<file path="src/rtl/lane_pkg.sv">
// Shared encodings and the per-lane byte-order rule for the lane aligner.
// Assumes a 32-bit bus split into four 8-bit lanes.
package lane_pkg;
    localparam int LANES  = 4;
    localparam int LANE_W = 8;
    localparam int DATA_W = LANES * LANE_W;

    typedef enum logic [1:0] {
        ORD_LE      = 2'd0,
        ORD_BE_BYTE = 2'd1,
        ORD_BE_WORD = 2'd2,
        ORD_MIXED   = 2'd3
    } order_mode_e;

    typedef enum logic [1:0] {
        SZ_BYTE = 2'd0,
        SZ_HALF = 2'd1,
        SZ_WORD = 2'd2,
        SZ_RSVD = 2'd3
    } acc_size_e;

    // Which value byte belongs at position rel (0 = lowest address) of an
    // access. Each mapping is its own inverse, so loads use it as well.
    function automatic logic [1:0] value_byte_of(order_mode_e m, acc_size_e s,
                                                 logic [1:0] rel);
        logic [1:0] r;
        r = rel;
        if (m == ORD_BE_BYTE) begin
            if (s == SZ_HALF)      r = {1'b0, ~rel[0]};
            else if (s == SZ_WORD) r = ~rel;
        end else if (m == ORD_MIXED && s == SZ_WORD) begin
            r = rel ^ 2'b10;
        end
        return r;
    endfunction
endpackage

</file>
<file path="src/rtl/lane_addr_map.sv">
// Address side of the aligner: alignment check, word-invariant lane
// redirection and lane-enable generation. Purely combinational.
module lane_addr_map
    import lane_pkg::*;
(
    input  order_mode_e      mode,
    input  acc_size_e        size,
    input  logic [1:0]       addr_lo,
    output logic [1:0]       base,
    output logic [LANES-1:0] lane_en,
    output logic             misaligned
);
    // Flag sizes and offsets that break natural alignment.
    always_comb begin
        misaligned = (size == SZ_RSVD)
                   || (size == SZ_HALF && addr_lo[0])
                   || (size == SZ_WORD && addr_lo != 2'b00);
    end

    // Lowest lane touched; word-invariant mode flips the low address bits.
    always_comb begin
        base = addr_lo;
        if (mode == ORD_BE_WORD) begin
            if (size == SZ_BYTE)      base = addr_lo ^ 2'b11;
            else if (size == SZ_HALF) base = addr_lo ^ 2'b10;
        end
    end

    // Contiguous lane enables from the base lane, suppressed on a fault.
    always_comb begin
        unique case (size)
            SZ_BYTE: lane_en = 4'b0001 << base;
            SZ_HALF: lane_en = 4'b0011 << base;
            SZ_WORD: lane_en = 4'b1111;
            default: lane_en = 4'b0000;
        endcase
        if (misaligned) lane_en = '0;
    end
endmodule

</file>
<file path="src/rtl/lane_order.sv">
// Data side of the aligner: places store bytes on bus lanes and gathers
// load bytes into value order. Lanes outside the access are not masked here.
module lane_order
    import lane_pkg::*;
(
    input  order_mode_e       mode,
    input  acc_size_e         size,
    input  logic [1:0]        base,
    input  logic [DATA_W-1:0] st_value,
    input  logic [DATA_W-1:0] bus_word,
    output logic [DATA_W-1:0] st_lanes,
    output logic [DATA_W-1:0] ld_value
);
    for (genvar L = 0; L < LANES; L++) begin : g_store
        logic [1:0] rel;
        logic [1:0] src;
        assign rel = 2'(L) - base;
        assign src = value_byte_of(mode, size, rel);
        // Lane L takes the value byte that its address position calls for.
        assign st_lanes[L*LANE_W +: LANE_W] = st_value[{src, 3'b000} +: LANE_W];
    end

    for (genvar J = 0; J < LANES; J++) begin : g_load
        logic [1:0] lane;
        assign lane = base + value_byte_of(mode, size, 2'(J));
        // Value byte J comes from the lane whose position maps to it.
        assign ld_value[J*LANE_W +: LANE_W] = bus_word[{lane, 3'b000} +: LANE_W];
    end
endmodule

</file>
<file path="src/rtl/lane_extend.sv">
// Sign or zero extension of a gathered load value to the full width.
module lane_extend
    import lane_pkg::*;
(
    input  acc_size_e         size,
    input  logic              sign_en,
    input  logic [DATA_W-1:0] raw,
    output logic [DATA_W-1:0] extended
);
    // Fill the upper bits from the top bit of the accessed size when signed.
    always_comb begin
        unique case (size)
            SZ_BYTE: extended = {{(DATA_W-8){sign_en & raw[7]}},   raw[7:0]};
            SZ_HALF: extended = {{(DATA_W-16){sign_en & raw[15]}}, raw[15:0]};
            default: extended = raw;
        endcase
    end
endmodule

</file>
<file path="src/rtl/lane_aligner.sv">
// Bi-endian byte-lane aligner between a load/store unit and a little-endian
// wired 32-bit bus. Combinational ordering with one output register stage.
// Assumes the bus word for a load arrives in the same cycle as the request.
module lane_aligner
    import lane_pkg::*;
#(
    parameter int ADDR_W = 32
) (
    input  logic              clk,
    input  logic              rst_n,
    input  logic              req_valid,
    input  logic              req_store,
    input  logic [1:0]        req_size,
    input  logic [1:0]        req_mode,
    input  logic              req_signed,
    input  logic [ADDR_W-1:0] req_addr,
    input  logic [31:0]       req_wdata,
    input  logic [31:0]       bus_rdata,
    output logic              o_valid,
    output logic              o_store,
    output logic [ADDR_W-3:0] o_word_addr,
    output logic [3:0]        o_lane_en,
    output logic [31:0]       o_wdata,
    output logic [31:0]       o_rdata,
    output logic              o_fault
);
    localparam int WA_W = ADDR_W - 2;

    order_mode_e       mode;
    acc_size_e         size;
    logic [1:0]        base;
    logic [LANES-1:0]  lane_en;
    logic              misaligned;
    logic [DATA_W-1:0] st_lanes;
    logic [DATA_W-1:0] ld_raw;
    logic [DATA_W-1:0] ld_ext;
    logic [DATA_W-1:0] lane_mask;
    logic [DATA_W-1:0] nxt_wdata;
    logic [DATA_W-1:0] nxt_rdata;

    assign mode = order_mode_e'(req_mode);
    assign size = acc_size_e'(req_size);

    lane_addr_map u_map (
        .mode      (mode),
        .size      (size),
        .addr_lo   (req_addr[1:0]),
        .base      (base),
        .lane_en   (lane_en),
        .misaligned(misaligned)
    );

    lane_order u_ord (
        .mode    (mode),
        .size    (size),
        .base    (base),
        .st_value(req_wdata),
        .bus_word(bus_rdata),
        .st_lanes(st_lanes),
        .ld_value(ld_raw)
    );

    lane_extend u_ext (
        .size    (size),
        .sign_en (req_signed),
        .raw     (ld_raw),
        .extended(ld_ext)
    );

    for (genvar L = 0; L < LANES; L++) begin : g_mask
        assign lane_mask[L*LANE_W +: LANE_W] = {LANE_W{lane_en[L]}};
    end

    // Select per-direction results; the unused direction reads as zero.
    always_comb begin
        nxt_wdata = req_store ? (st_lanes & lane_mask) : '0;
        nxt_rdata = (!req_store && !misaligned) ? ld_ext : '0;
    end

    // Output register stage; idle cycles clear valid, enables and fault.
    always_ff @(posedge clk) begin
        if (!rst_n) begin
            o_valid     <= 1'b0;
            o_store     <= 1'b0;
            o_word_addr <= '0;
            o_lane_en   <= '0;
            o_wdata     <= '0;
            o_rdata     <= '0;
            o_fault     <= 1'b0;
        end else begin
            o_valid <= req_valid;
            if (req_valid) begin
                o_store     <= req_store;
                o_word_addr <= req_addr[ADDR_W-1:2];
                o_lane_en   <= lane_en;
                o_wdata     <= nxt_wdata;
                o_rdata     <= nxt_rdata;
                o_fault     <= misaligned;
            end else begin
                o_lane_en <= '0;
                o_fault   <= 1'b0;
            end
        end
    end

    logic [WA_W-1:0] unused_wa;
    assign unused_wa = o_word_addr;
endmodule

</file>
<file path="config.mk">
export PLATFORM = sky130hd
export DESIGN_NAME = lane_aligner
export DESIGN_NICKNAME = d
export VERILOG_FILES = /design/src/rtl/lane_pkg.sv /design/src/rtl/lane_addr_map.sv /design/src/rtl/lane_order.sv /design/src/rtl/lane_extend.sv /design/src/rtl/lane_aligner.sv
export SDC_FILE = /design/constraint.sdc
export NUM_CORES = 1
export LEC_CHECK = 0
export BUFFER_PORTS_ARGS = -buffer_cell sky130_fd_sc_hd__clkbuf_2
export CELL_PAD_IN_SITES_DETAIL_PLACEMENT = 1
export CELL_PAD_IN_SITES_GLOBAL_PLACEMENT = 2
export CORE_ASPECT_RATIO = 2
export CORE_MARGIN = 3
export CORE_UTILIZATION = 33
export CTS_BUF_LIST = sky130_fd_sc_hd__clkbuf_4
export DETAILED_ROUTE_END_ITERATION = 16
export PLACE_DENSITY_LB_ADDON = 0.1
export SETUP_SLACK_MARGIN = 0.15
export SYNTH_ARGS = -nofsm -noshare
export SYNTH_HDL_FRONTEND = slang
export SYNTH_SLANG_ARGS = --single-unit
export TNS_END_PERCENT = 10
</file>
<file path="constraint.sdc">
create_clock -name clk -period 5.37 [get_ports clk]
set_clock_uncertainty 0.1 [all_clocks]
set_input_delay 0.2685 -clock clk [delete_from_list [all_inputs] [get_ports clk]]
set_output_delay 0.2685 -clock clk [all_outputs]
set_load 0.02 [all_outputs]
</file>
# --- Word level (Yosys, flattened, before mapping) ---
# Cells that the tools add are included.
word_totals:
  ff_bits: 101
  wordCells: 99
  output_inout_bits: 101
  inputBits: 105
op_classes:
  addsub: 8
  n_bitwise: 17
  reduce_logical: 11
  eq_ne: 6
  shift: 10
  n_mux: 40
op_table:
  columns: ["operator", "n"]
  rows:
  - ["$shiftx 32x6->8", 8]
  - ["$mux 2", 35]
  - ["$mux 32", 2]
  - ["$pmux 32 s2", 1]
  - ["$and 32x32->32", 1]
  - ["$pmux 4 s3", 1]
  - ["$not 2->2", 5]
  - ["$not 1->1", 9]
  - ["$add 2x2->2", 4]
  - ["$eq 2x2->1 const B", 4]
  - ["$eq 2x1->1 const B", 2]
  - ["$logic_and 1x1->1", 4]
  - ["$mux 4", 1]
  - ["$shl 1x2->4 const A", 1]
  - ["$shl 2x2->4 const A", 1]
  - ["$sub 1x2->2 const A", 2]
  - ["$sub 2x2->2 const A", 2]
  - ["$and 1x1->1", 2]
  - ["$logic_not 1->1", 2]
  - ["$logic_not 2->1", 1]
  - ["$logic_or 1x1->1", 2]
  - ["$reduce_and 2->1", 1]
  - ["$reduce_bool 2->1", 1]

# --- Longest topological paths before layout ---
depth:
  word_depth: 12
  mapped_depth: 14
  ltp_nobuf: 12

# --- Hierarchy ---
# A second synthesis with hierarchy kept.
unflattened:
  hier_cells: 606
  area_unflattened_um2: 6731.5
by_module_without_submodules:
  columns: ["module", "n_inst", "cells_per_inst", "area_per_inst_um2", "seq_area_each_um2"]
  rows:
  - ["lane_aligner", 1, 404, 4249.1, 2021.9]
  - ["lane_order", 1, 107, 1918.1, 0.0]
  - ["lane_extend", 1, 66, 385.4, 0.0]
  - ["lane_addr_map", 1, 29, 178.9, 0.0]

# --- Worst setup path after synthesis ---
# Ideal clock, no wire load.
synth_path:
  path_kind: "input to register"
  startpoint: "input req_size[1]"
  endpoint: "register o_rdata[28]"
  path_stages: 12
  setup_time_ps: 122
  arrival_ps: 2847
  t_required_ps: 5148
  path_slack_ps: 2301
  path_buffers: 3
  cell_sequence: "inv_1 ha_1 buf_2 nand3b_1 xnor2_1 ha_1 clkbuf_1 clkbuf_1 mux2_2 nand2_1 o21ai_0 a221o_1"
synth_between:
  elab_chain_cells: 9
  elab_cells_between_ends: 36
  cone_classes: "add/sub (3); eq/ne (3); shift (3); mux (17); bitwise (2); reduce/logical (8)"
synth_rtl:
  columns: ["element", "line", "rtl"]
  rows:
  - ["from (decl)", "lane_aligner.sv:13", "input logic [1:0] req_size,"]
  - ["$eq 2x2->1 / $eq 2x1->1 (equally long branches)", null, null]
  - ["$mux 2, or another cell as far along", "lane_pkg.sv:30", "else if (s == SZ_WORD) r = ~rel;"]
  - ["$mux 2, on equally long branches", "lane_pkg.sv:29, lane_pkg.sv:31, lane_addr_map.sv:24", null]
  - ["$mux 2, on equally long branches", "lane_pkg.sv:28, lane_addr_map.sv:23", null]
  - ["$add 2x2->2", "lane_order.sv:25", "assign lane = base + value_byte_of(mode, size, 2'(J));"]
  - ["$shiftx 32x6->8", "lane_order.sv:27", "assign ld_value[J*LANE_W +: LANE_W] = bus_word[{lane, 3'b000} +: LANE_W];"]
  - ["$and 1x1->1, on equally long branches", "lane_extend.sv:14, lane_extend.sv:13", null]
  - ["$pmux 32 s2", "lane_extend.sv:12", "unique case (size)"]
  - ["$mux 32 *", "lane_aligner.sv:77", "nxt_rdata = (!req_store && !misaligned) ? ld_ext : '0;"]
  - ["to (signal assigned)", "lane_aligner.sv:97", "o_rdata <= nxt_rdata;"]
  - ["to (decl)", "lane_aligner.sv:24", "output logic [31:0] o_rdata,"]
# Mark *: on every way between the ends. The rest lies on a longest branch, timed or not.
# A chain may end at the register's enable or synchronous reset.

# --- Worst setup path after layout ---
layout_path:
  startpoint: "input req_size[1]"
  endpoint: "register o_wdata[3]"
layout_between:
  elab_chain_cells: 12
  elab_cells_between_ends: 27
  cone_classes: "add/sub (1); eq/ne (3); shift (3); mux (10); bitwise (4); reduce/logical (6)"
layout_rtl:
  columns: ["element", "line", "rtl"]
  rows:
  - ["$eq 2x1->1", null, null]
  - ["$mux 2", "lane_addr_map.sv:25", "else if (size == SZ_HALF) base = addr_lo ^ 2'b10;"]
  - ["$mux 2", "lane_addr_map.sv:24", "if (size == SZ_BYTE) base = addr_lo ^ 2'b11;"]
  - ["$mux 2", "lane_addr_map.sv:23", "if (mode == ORD_BE_WORD) begin"]
  - ["$sub 1x2->2", "lane_order.sv:17", "assign rel = 2'(L) - base;"]
  - ["$not 2->2", "lane_pkg.sv:30", null]
  - ["$mux 2", "lane_pkg.sv:30", null]
  - ["$mux 2", "lane_pkg.sv:29", "if (s == SZ_HALF) r = {1'b0, ~rel[0]};"]
  - ["$mux 2", "lane_pkg.sv:28", "if (m == ORD_BE_BYTE) begin"]
  - ["$shiftx 32x6->8", "lane_order.sv:20", "assign st_lanes[L*LANE_W +: LANE_W] = st_value[{src, 3'b000} +: LANE_W];"]
  - ["$and 32x32->32 *", "lane_aligner.sv:76", "nxt_wdata = req_store ? (st_lanes & lane_mask) : '0;"]
  - ["$mux 32 *", "lane_aligner.sv:76", null]
  - ["to (signal assigned)", "lane_aligner.sv:96", "o_wdata <= nxt_wdata;"]
  - ["to (decl)", "lane_aligner.sv:23", "output logic [31:0] o_wdata,"]
# Marks and branches as above.

==> results.txt <==
- The flow ran to the end, and the final reports show no timing, DRC or antenna violations.
* Transition time at the pin with the least slew margin: 1.23 ns
- Cells with a size suffix above 1 make up 36.4% of the layout.
- After clock tree synthesis, the repair step resized 0 gates.
* Critical Path Start Type: input port
* Clock slew seen by the registers of the worst setup and hold paths: 0.15 ns
- The first global-routing pass estimated 26,900 um of wire.
- Dividing the detail-routed wire length by the instance count gives 18.7 um.
- Dominant cell type by area after synthesis: dfxtp_1
- In this run the critical register-to-register path is captured at o_rdata[15].
- Power, Total: 1670 uW
- Power per cell area: 241 mW/mm2
* Number of hold violations in the final report: 0
* End point of the worst hold path: o_store
- Slack of the worst reg-to-reg path: 4.46 ns
- The number of antenna violations at the first check in global routing came to 1.
* Chip height: 186 um
- Of all nets on the critical path, the largest fanout is 9.
- Worst R2R Start: o_rdata[15]
- For this configuration, the core starts out at a cell density of 33.8%.
- The count of pins over their slew limit was 0.
- Counting flops with an async set or reset pin after synthesis yields a share of 0%.
- Number of register bits inferred by synthesis: 101
* Ranking of synthesized cells by area: dfxtp_1, mux2i_1, mux4_2
* Placed Instance Area: 0.00653 mm2
* Relative slew slack: 17.8%
- After detailed routing, the number of vias per cell comes to 5.19.
* XOR/XNOR Fraction of Synth Area: 2.52%
- The share of the Yosys chip area taken by registers is 37.7%.
- For met3 alone, demand over resource in global routing was 4.11%.
- Number of placement rows: 65
- Multiplexer fraction of the synthesized cell area: 29.1%
- Clock network latency to the later pin of the worst-skew pair: 0.47 ns
- Grt peak-use layer: met2
- Final setup violation count: 0
- Pin placement for this block handled 206 I/O pins.
- The final critical path takes up 75.5% of the cycle.
- Remaining design rule violation count: 0
* Overall track demand over capacity in global routing: 19.5%
- Port Buffers: 205
- Synthesis-to-finish area growth: 29.7%
- Last weighted congestion value of the routability-driven placer: 0.837
- Clock tree from TritonCTS: built
- At the worst endpoint, the arrival time is 4.34 ns.
* Pre-CTS worst setup slack: 1.35 ns
- H-tree levels: 3
- Final-stage net count: 846
- The die covers 0.0179 mm2.
* Cell count of the worst reg-to-reg path: 3
- Summing all non-filler instances in the final layout gives an area of 0.00695 mm2.
- Number of enable-type register cells in the synthesized netlist: 0
* Total Neg Setup Slack: 0 ns
- Maximum number of buffers from clock root to sink: 2
* Leakage component of the power: 0.00325 uW
* Buf/Inv on CP: 4
- # Max-Cap Violations: 0
- The count of nets left with antenna violations once routing finished came out at 0.
* Number of cells traversed by the worst hold path: 3
- Global routing used 38.8% of the available met2 tracks.
- The HPWL after detailed placement is 14,000 um.
- Based on the critical path, the design can be clocked at up to 0.247 GHz.
* Primary flip-flop cell chosen by synthesis mapping: dfxtp_1
- Root Driver: clkbuf_4
* Post-Synth Adder-Cell Area: 1.87%
- Type of the worst setup path: in -> reg
- The region available for standard cell placement spans 0.0159 mm2.
* GR Layer Usage met1: 17.5%
- Minimum setup slack in the final design: 1.31 ns
* Type of element capturing the critical path: flip-flop
- Via count of the first global-routing pass: 5,249
- On the critical path, the stage with the largest delay is an instance of a22oi_1.
- Top-area cell type share of the netlist area: 37.7%
- Each instance of the synthesized netlist takes up on average 10.4 um2.
- Maximum number of pins on one net before global-route repair: 64
* Number of cells produced by synthesis: 513
- Die boundary width: 96.1 um
- Summing the areas of all compound-gate instances in the mapped netlist gives 13.8% of the synthesized area.
- Min-Delay Path Class: in -> reg
* Count of TritonRoute iterations in the first routing pass: 4
- Post-CTS setup repair buffer count: 0
- After filler insertion, the fill cell instance count of the layout stands at 1,879.
- Crit-path leading delay family: compound AO/OA/AOI/OAI gates
- Netlist Area Pre-Place: 0.00536 mm2
* Fraction of the mapped netlist area in simple logic gates: 11.3%
* Final critical delay including setup and external delays: 4.06 ns
- The number of clock buffers added by TritonCTS is 9.
- By area, the combinational part of the netlist is dominated by multiplexers.
- IR analysis of the VDD net gives a maximum drop of 0.115 mV.
- Crit-path max cell delay: 0.86 ns
- Via total after detailed routing: 4,873
* Detailed Route Iter0 Violations: 77
- During synthesis, Yosys emitted a total of 0 warnings.
* Ordered cell list for the critical path: dlygate4sd3_1 > clkbuf_2 > inv_1 > ha_1 > nand3b_1 > xnor2_1 > inv_1 > ha_1 > o21a_1 > a22oi_1 > mux4_2 > a22o_1
* Required time of the critical path: 5.66 ns
- For this block, the routed nets add up to 17,600 um of wire.
* Setup repair after global routing missed its margin: no
- Syn Nets: 626
* Start point of the worst hold path: req_store
* Unique cell type count in the Yosys netlist: 48
- For this run the aggregate overflow at the end of global routing stands at 0.
- Sink count of the clock tree: 101
[Yosys cell counts, drive strengths merged, types with 2 or more instances]
cell type and number:
ha 8, buf 14, a221o 16, o21ai 33, and2 2, o22ai 4
a22o 24, nand2 46, a21oi 3, nor2 18, dfxtp 101, mux4 16
xnor2 9, clkbuf 19, o211ai 7, mux2 30, nand2b 3, xor2 3
inv 8, nor3b 3, mux2i 86, nand3 12, nor2b 34
[where the power goes]
part	total, uW	internal, uW	switching (uW)
sequential	800	782	17.9
clock	359	103	257
combinational	514	232	283
total	1670	1120	557
[kinds of logic after synthesis]
family	Yosys count
muxes	132
and+or+nand+nor	123
DFF	101
AOI/OAI and AO/OA	96
buffers and inverters	41
xor gates and xnor gates	12
adders and majority gates	8
[stage by stage]
stage	util, %	instances	hold WS, ns
finish	43.8	939	0.0515
global route	43.8	939	0.0597
detailed placement	41.2	892	0.346
CTS	43.8	938	0.0219
floorplan	-	513	0.289
global placement	41.2	892	0.339
[cell type report]
| type | instances | area (um2) | area share (%) |
|---|---|---|---|
| Multi-Input combinational cell | 371 | 3160 | 45.4 |
| Sequential cell | 101 | 2020 | 29.1 |
| Timing Repair Buffer | 242 | 1380 | 19.9 |
| Tap cell | 201 | 251 | 3.62 |
| Clock buffer | 11 | 82.6 | 1.19 |
| Inverter | 8 | 30.0 | 0.432 |
| Clock inverter | 4 | 25.0 | 0.360 |
| Antenna cell | 1 | 2.50 | 0.0360 |
[worst register-to-register path, stage by stage, from the launching register on]
cell     delay (ns)
dfxtp_1        0.37
inv_1          0.07
nor3b_1        0.19
o22a_1         0.15
[placed cells by master, fill, tap and decap left out, types with 2 or more instances in the layout]
master         instances
clkbuf_2             205
dfxtp_1              101
mux2i_1               86
nand2_1               46
nor2b_1               33
dlygate4sd3_1         31
a22o_1                24
nor2_1                18
o21ai_1               18
mux2_1                16
mux4_2                16
a221o_1               16
mux2_2                14
o21ai_0               13
nand3_1               12
clkbuf_4              11
ha_1                   8
inv_1                  7
xnor2_1                7
o211ai_1               7
buf_4                  6
a21oi_1                3
nand2b_1               3
o22ai_1                3
nor3b_1                2
and2_1                 2
xnor2_2                2
[how the worst max path moves through the flow]
stage	startpoint	end	cells after the start
3_5_place_dp	req_size[1]	o_wdata[5]	11
2_1_floorplan	req_size[1]	o_rdata[28]	12
3_3_place_gp	req_size[1]	o_rdata[22]	12
6_report	req_size[1]	o_wdata[3]	12
4_1_cts	req_size[1]	o_rdata[22]	13
5_1_grt	req_size[1]	o_rdata[22]	13
[timing repair]
| action | CTS | global route |
|---|---|---|
| hold endpoints to repair | 32 | 0 |
| setup endpoints to repair | 0 | 0 |
| hold buffers | 31 | 0 |
[sequential cells by signal, summed over array words and instances, names as in the netlist]
register,count
o_fault,1
o_wdata,32
o_lane_en,4
o_word_addr,30
o_rdata,32
o_valid,1
o_store,1
[routing by layer]
metal / routed length (um) / share of wire (%) / vias up
met5: 0 / 0 / -
met4: 655 / 3.7 / 0
met3: 1080 / 6.2 / 36
met2: 10100 / 58 / 164
met1: 5710 / 33 / 2362
li1: - / - / 2311
Power figures use the tool's default switching activity.
